--- src/rtl/i2crep_pkg.sv ---
package i2crep_pkg;

   typedef enum logic [1:0] {
      OWN_NONE = 2'd0,
      OWN_A    = 2'd1,
      OWN_B    = 2'd2
   } owner_e;

   typedef enum logic {
      SIDE_A = 1'b0,
      SIDE_B = 1'b1
   } side_e;

endpackage

--- src/rtl/i2crep_sync.sv ---
module i2crep_sync #(
   parameter int STAGES = 2
) (
   input  logic clk,
   input  logic rst_n,
   input  logic d_i,
   output logic q_o
);

   if (STAGES < 0) begin : g_bad_stages
      $error("i2crep_sync: STAGES must be non-negative");
   end

   if (STAGES == 0) begin : g_direct
      assign q_o = d_i;
   end else if (STAGES == 1) begin : g_single
      logic q_q;
      always_ff @(posedge clk or negedge rst_n) begin
         if (!rst_n) q_q <= 1'b1;
         else        q_q <= d_i;
      end
      assign q_o = q_q;
   end else begin : g_chain
      logic [STAGES-1:0] chain_q;
      always_ff @(posedge clk or negedge rst_n) begin
         if (!rst_n) chain_q <= '1;
         else        chain_q <= {chain_q[STAGES-2:0], d_i};
      end
      assign q_o = chain_q[STAGES-1];
   end

endmodule

--- src/rtl/i2crep_settle.sv ---
module i2crep_settle #(
   parameter int CYCLES = 4
) (
   input  logic clk,
   input  logic rst_n,
   input  logic clear_i,
   input  logic load_i,
   output logic busy_o
);

   localparam int CW = (CYCLES < 1) ? 1 : $clog2(CYCLES + 1);
   localparam logic [CW-1:0] LOAD_VAL = CW'(CYCLES);

   if (CYCLES < 1) begin : g_bad_cycles
      $error("i2crep_settle: CYCLES must be at least 1");
   end

   logic [CW-1:0] cnt_q;

   always_ff @(posedge clk or negedge rst_n) begin
      if (!rst_n)              cnt_q <= '0;
      else if (clear_i)        cnt_q <= '0;
      else if (load_i)         cnt_q <= LOAD_VAL;
      else if (cnt_q != '0)    cnt_q <= cnt_q - 1'b1;
   end

   assign busy_o = (cnt_q != '0);

   // a load opens the settle window on the following cycle
   p_settle_open_r7: assert property (@(posedge clk) disable iff (!rst_n)
      (load_i && !clear_i) |=> busy_o);

   // a clear closes the window
   p_settle_clear_r5: assert property (@(posedge clk) disable iff (!rst_n)
      clear_i |=> !busy_o);

endmodule

--- src/rtl/i2crep_owner.sv ---
module i2crep_owner
   import i2crep_pkg::*;
(
   input  logic   clk,
   input  logic   rst_n,
   input  logic   connect_i,
   input  logic   a_s_i,
   input  logic   b_s_i,
   input  logic   busy_i,
   output logic   load_o,
   output logic   clear_o,
   output owner_e owner_o
);

   owner_e own_q, own_d;
   side_e  blk_q, blk_d;
   logic   a_blk, b_blk;

   assign a_blk = busy_i && (blk_q == SIDE_A);
   assign b_blk = busy_i && (blk_q == SIDE_B);

   always_comb begin
      own_d  = own_q;
      blk_d  = blk_q;
      load_o = 1'b0;
      if (!connect_i) begin
         own_d = OWN_NONE;
      end else begin
         case (own_q)
            OWN_NONE: begin
               if (!a_s_i && !a_blk)      own_d = OWN_A;
               else if (!b_s_i && !b_blk) own_d = OWN_B;
            end
            OWN_A: begin
               if (a_s_i) begin
                  own_d  = OWN_NONE;
                  blk_d  = SIDE_B;
                  load_o = 1'b1;
               end
            end
            OWN_B: begin
               if (b_s_i) begin
                  own_d  = OWN_NONE;
                  blk_d  = SIDE_A;
                  load_o = 1'b1;
               end
            end
            default: own_d = OWN_NONE;
         endcase
      end
   end

   assign clear_o = !connect_i;

   always_ff @(posedge clk or negedge rst_n) begin
      if (!rst_n) begin
         own_q <= OWN_NONE;
         blk_q <= SIDE_A;
      end else begin
         own_q <= own_d;
         blk_q <= blk_d;
      end
   end

   assign owner_o = own_q;

   // unblocked low on A with no owner claims A
   p_claim_a_r1: assert property (@(posedge clk) disable iff (!rst_n)
      (own_q == OWN_NONE && connect_i && !a_s_i && !a_blk) |=> (own_q == OWN_A));

   // unblocked low on B, A idle or blocked, claims B
   p_claim_b_r2: assert property (@(posedge clk) disable iff (!rst_n)
      (own_q == OWN_NONE && connect_i && (a_s_i || a_blk) && !b_s_i && !b_blk)
      |=> (own_q == OWN_B));

   // owner held while its side stays low
   p_hold_a_r3: assert property (@(posedge clk) disable iff (!rst_n)
      (own_q == OWN_A && connect_i && !a_s_i) |=> (own_q == OWN_A));

   // release of owning side clears owner and opens settle window
   p_release_a_r4: assert property (@(posedge clk) disable iff (!rst_n)
      (own_q == OWN_A && connect_i && a_s_i) |=> (own_q == OWN_NONE && busy_i));

   // disconnect clears owner
   p_disc_clear_r5: assert property (@(posedge clk) disable iff (!rst_n)
      !connect_i |=> (own_q == OWN_NONE));

   // simultaneous lows resolve to A
   p_tie_r6: assert property (@(posedge clk) disable iff (!rst_n)
      (own_q == OWN_NONE && connect_i && !a_s_i && !b_s_i && !a_blk && !b_blk)
      |=> (own_q == OWN_A));

   // blocked side cannot claim during the window
   p_block_b_r7: assert property (@(posedge clk) disable iff (!rst_n)
      (own_q == OWN_NONE && connect_i && b_blk && a_s_i) |=> (own_q == OWN_NONE));

endmodule

--- src/rtl/i2c_line_repeater.sv ---
module i2c_line_repeater
   import i2crep_pkg::*;
#(
   parameter int SYNC_STAGES   = 2,
   parameter int SETTLE_CYCLES = 4
) (
   input  logic clk,
   input  logic rst_n,
   input  logic connect_i,
   input  logic a_line_i,
   input  logic b_line_i,
   output logic a_pull_o,
   output logic b_pull_o
);

   localparam int NSIDES = 2;

   if (SETTLE_CYCLES < SYNC_STAGES || SETTLE_CYCLES < 1) begin : g_bad_settle
      $error("i2c_line_repeater: SETTLE_CYCLES must cover SYNC_STAGES and be at least 1");
   end

   logic [NSIDES-1:0] line_raw;
   logic [NSIDES-1:0] line_s;
   logic              busy, load, clear;
   owner_e            owner;

   assign line_raw = {b_line_i, a_line_i};

   for (genvar i = 0; i < NSIDES; i++) begin : g_side
      i2crep_sync #(.STAGES(SYNC_STAGES)) u_sync (
         .clk   (clk),
         .rst_n (rst_n),
         .d_i   (line_raw[i]),
         .q_o   (line_s[i])
      );
   end

   i2crep_owner u_owner (
      .clk       (clk),
      .rst_n     (rst_n),
      .connect_i (connect_i),
      .a_s_i     (line_s[0]),
      .b_s_i     (line_s[1]),
      .busy_i    (busy),
      .load_o    (load),
      .clear_o   (clear),
      .owner_o   (owner)
   );

   i2crep_settle #(.CYCLES(SETTLE_CYCLES)) u_settle (
      .clk     (clk),
      .rst_n   (rst_n),
      .clear_i (clear),
      .load_i  (load),
      .busy_o  (busy)
   );

   assign a_pull_o = connect_i && (owner == OWN_B);
   assign b_pull_o = connect_i && (owner == OWN_A);

   // never both pads driven
   p_exclusive_r8: assert property (@(posedge clk) disable iff (!rst_n)
      $onehot0({a_pull_o, b_pull_o}));

endmodule

--- config.mk ---
export PLATFORM = sky130hd
export DESIGN_NAME = i2c_line_repeater
export DESIGN_NICKNAME = d
export VERILOG_FILES = /design/src/rtl/i2crep_pkg.sv /design/src/rtl/i2crep_sync.sv /design/src/rtl/i2crep_settle.sv /design/src/rtl/i2crep_owner.sv /design/src/rtl/i2c_line_repeater.sv
export SDC_FILE = /design/constraint.sdc
export NUM_CORES = 1
export LEC_CHECK = 0
export ABC_AREA = 1
export BUFFER_PORTS_ARGS = -buffer_cell sky130_fd_sc_hd__buf_2
export CAP_MARGIN = 10
export CORE_ASPECT_RATIO = 0.9
export CORE_UTILIZATION = 38
export CTS_CLUSTER_DIAMETER = 30
export DETAILED_ROUTE_END_ITERATION = 7
export SLEW_MARGIN = 15
export SYNTH_ARGS = -nofsm -noshare
export SYNTH_HDL_FRONTEND = slang
export SYNTH_HIERARCHICAL = 1
export SYNTH_SLANG_ARGS = --single-unit
--- constraint.sdc ---
create_clock -name clk -period 3.3 [get_ports clk]
set_clock_uncertainty 0.2 [all_clocks]
set_input_delay 0.33 -clock clk [delete_from_list [all_inputs] [get_ports clk]]
set_output_delay 0.33 -clock clk [all_outputs]
set_load 0.05 [all_outputs]
### Word-level counts from Yosys, hierarchy flattened

Cells that the tools add are included.

* register bits after elaboration: 10
* input port bits: 5
* output and inout port bits: 2
* word-level logic and storage cells: 46

* add/subtract/negate cells: 1
* equality and inequality tests: 8
* mux-type cells: 16
* bitwise operators: 1
* reductions and logical operators: 15

Operators with widths (number)
* $mux 2: 5
* $mux 3: 3
* $logic_and 1x1->1: 6
* $ne 3x2->1 const B: 2
* $pmux 2 s3: 1
* $mux 1: 5
* $logic_not 1->1: 4
* $ne 2x1->1 const B: 2
* $ne 4x2->1 const B: 1
* $pmux 1 s2: 2
* $reduce_and 4->1: 1
* $ne 3x1->1 const B: 1
* $reduce_and 3->1: 1
* $reduce_bool 3->1: 1
* $sub 3x1->3 const B: 1
* $eq 2x1->1 const B: 1
* $eq 2x2->1 const B: 1
* $logic_not 2->1: 1
* $reduce_bool 2->1: 1
* $not 1->1: 1

### Depth between registers and ports, before layout

* depth in word-level cells: 8
* depth in mapped cells: 9
* gate-level depth less buffers: 9

### Cells and area by module

Netlist, hierarchy kept.

By module, submodules not included
* i2crep_owner: instances 1, cells an instance 39, area each 260.2 um2, sequential area each 75.1 um2
* i2crep_settle: instances 1, cells an instance 24, area each 197.7 um2, sequential area each 75.1 um2
* i2crep_sync: instances 2, cells an instance 2, area each 52.6 um2, sequential area each 52.6 um2
* i2c_line_repeater: instances 1, cells an instance 4, area each 15.0 um2, sequential area each 0.0 um2

### Worst setup path before layout

No wires, ideal clock.

* path kind: register -> output
* start point: register u_owner.own_q[0], in the netlist u_owner/owner_o[0]
* end point: output b_pull_o
* arrival: 1.081 ns
* data required time: 2.770 ns
* slack: 1.689 ns
* cell stages (with the launch flop): 3
* buffers on the path: 0
* cell sequence: dfrtp_1 -> nand2_1 -> nor2_1

* cells in the longest elaborated chain, start to end: 2

Ends and longest elaborated chain
* from (decl): RTL line i2crep_owner.sv:15 `owner_e own_q, own_d;`
* from (signal assigned): RTL line i2crep_owner.sv:60 `own_q <= own_d;`
* $eq 2x1->1: RTL line i2c_line_repeater.sv:59 `assign b_pull_o = connect_i && (owner == OWN_A);`
* $logic_and 1x1->1: RTL line i2c_line_repeater.sv:59
* to (decl): RTL line i2c_line_repeater.sv:13 `output logic b_pull_o`

Every way passes these cells.

### Worst setup path in the final report

Same ends and word-level chain as after synthesis.

==> impl_metrics.ini <==
[final_layout]
final_area_um2 = 692
layout-drive-gt1-share_pct = 28.6
stdcell_count = 98
synthToLayoutAreaGrowth_pct = 19.7
nets = 95
n_antenna_cell = 0

[synthesis]
ys_seq_area_share_pct = 44.2
syn_area_um2 = 578
synth_seq_cells = 10
synth_area_per_cell_um2 = 8.14
yosysMostFrequentCell = nand2_1
synthAdderAreaFrac_pct = 10.8
synth_compound_area_share_pct = 6.93
ys_warn_count = 6
ys_types = 17
synth_fp_nets = 81
ys_top_cells_by_count = nand2_1 (21), inv_1 (11), dfrtp_1 (6)
muxShareOfSynthArea_pct = 0
synthTopCellsByArea = dfrtp_1 (26%), dfstp_2 (18%), nand2_1 (14%)
synthCells = 71
synthFlopType = dfrtp_1
async_flop_share_pct = 100
synth_top_family_by_area = simple AND/OR/NAND/NOR gates
netlist.area_leader.share_pct = 26.0
synth_edf_count = 0
synthSimpleGateAreaFrac_pct = 29.7
yosysTopAreaCell = dfrtp_1
synth_xor_xnor_area_share_pct = 0

[timing]
slew_headroom_pct = 83.5
hold_viol = 0
fin_crit_ns = 1.60
rsz0062_at_grt = false
fin_ws_ns = 1.70
fin_crit_sh_pct = 48.4
setup_tns_ns = 0
fmax_mhz = 626
slew_violations = 0
finalSetupViolCount = 0
worstMarginPinSlew_ns = 0.249
whs_ns = 0.155

[pwr]
leakage_nw = 0.363
ir_drop_uv = 323
power_density_mw_per_mm2 = 772

[critical_path]
reg2reg_depth = 8
r2r-end = u_settle/cnt_q[2]
end_kind = output pin
crit_required_ns = 2.77
critPathLaunchType = register
critPathKind = register to output pin
rrSetupSlack_ns = 1.72
worstPathMaxFanout = 5
worstPathArrival_ns = 1.07
timing.rr.start = u_owner/owner_o[0]

[detailed_routing]
ant_nets = 0
dr.pass1.iters = 4
vias = 449
post-route-drc-count = 0
drtIter0Drc = 5
post_drt_wl_per_cell_um = 8.91
drt-vias-per-instance = 4.58
routed_wl_um = 873

[clocking]
cts-root-buf = clkbuf_4
clkTransAtPathRegs_ns = 0.06
cts_tree = built
cts.path.max_buffers = 2
cts_htree_levels = 1
clock_latency_ns = 0.25
cts.sink_count = 10
cts_buffers = 3
cts.repair.resized = 0

[placed_design]
io_buffers = 6
dp.final_hpwl_um = 718
place_area_um2 = 626
dp_cells = 91
place.gp.congestion = 0.815
pre_cts_ws_ns = 1.71

[floorplan]
initial_core_util_pct = 43.7
coreArea_mm2 = 0.00132
die_w_um = 43.1
dieArea_mm2 = 0.00168
rows = 12
io_pins = 7
die_height_um = 39

[min_path]
hp-class = register to register
worstHoldStart = g_side[1].u_sync/g_chain.chain_q[0]
holdPathEnd = g_side[1].u_sync/g_chain.chain_q[1]
hold_path_depth = 0

[grt]
grt_pass1_wl_mm = 1.51
grt_max_degree = 11
grt_remaining_overflow = 0
track_usage_pct = 13.3
grt_pass1_vias = 366
antenna_found_initial = 0

[run]
cap_violations = 0

[status]
run_status = finished clean
-- layout make-up --
class,instances,area (µm²)
repair buffers,9,60.1
multi-input cells,48,274
inverters,13,48.8
fillers,125,629
clock buffers,4,36.3
well taps,14,17.5
flip-flops and latches,10,255
-- power breakdown --
part,internal (mW),switching (mW),leakage [nW]
Combinational,0.0903,0.158,0.223
Clock,0.0667,0.0357,0.0210
Sequential,0.159,0.0249,0.119
Total,0.316,0.218,0.363
-- sequential cells by signal, indices dropped and copies added, names as in the netlist --
signal                         flops
u_owner/blk_q                      1
u_settle/cnt_q                     3
u_owner/owner_o                    2
g_side.u_sync/g_chain.chain_q      4
-- worst max-delay path by stage --
stage,end,from
after CTS,b_pull_o,u_owner/owner_o[0]
after detailed placement,u_settle/cnt_q[2],u_owner/owner_o[0]
after global placement,u_settle/cnt_q[2],u_owner/owner_o[0]
after global routing,u_settle/cnt_q[2],u_owner/owner_o[0]
final,b_pull_o,u_owner/owner_o[0]
after floorplan,b_pull_o,u_owner/owner_o[0]
-- kinds of logic (layout without fill, tap and decap cells) --
kind of cell | after synthesis | after routing
and+or+nand+nor | 37 | 37
buffers and inverters | 13 | 26
DFF | 10 | 10
AOI/OAI and AO/OA | 6 | 6
adders and majority gates | 5 | 5
-- per-stage QoR --
step	total power [mW]	utilization [%]
global route	0.594	52.4
global placement	0.433	47.3
CTS	0.546	52.4
detailed placement	0.435	47.3
floorplan	0.383	-
finish	0.534	52.4
-- cells in the final DEF, fill, tap and decap left out, drive strengths merged --
| cell type | instances |
|---|---|
| clkinv | 1 |
| a21oi | 3 |
| nand2 | 25 |
| dlygate4sd3 | 3 |
| ha | 5 |
| clkbuf | 4 |
| nor2 | 6 |
| nand4 | 2 |
| buf | 6 |
| o21ai | 2 |
| dfstp | 4 |
| inv | 12 |
| nand3b | 1 |
| a21boi | 1 |
| nand3 | 3 |
| dfrtp | 6 |
-- routing by layer --
layer	share of wire, %	vias up	global-route usage [%]	wire length [µm]
met2	44	4	17.5	385
met1	53	193	17.4	465
met3	1.3	2	2.80	11
li1	-	250	-	-
met4	1.1	0	13.6	10
met5	0	-	0	0
-- worst max-delay path, stage by stage (launching register included) --
cell and delay, ns:
dfrtp_1 0.41, nand2_1 0.07, nor2_1 0.08, buf_2 0.26
-- what timing repair did --
action / 4_1_cts / 5_1_grt
endpoints found under the hold margin: 12 / 0
hold buffers: 3 / 0
setup buffers: 0 / 0
Power figures use the tool's default switching activity.
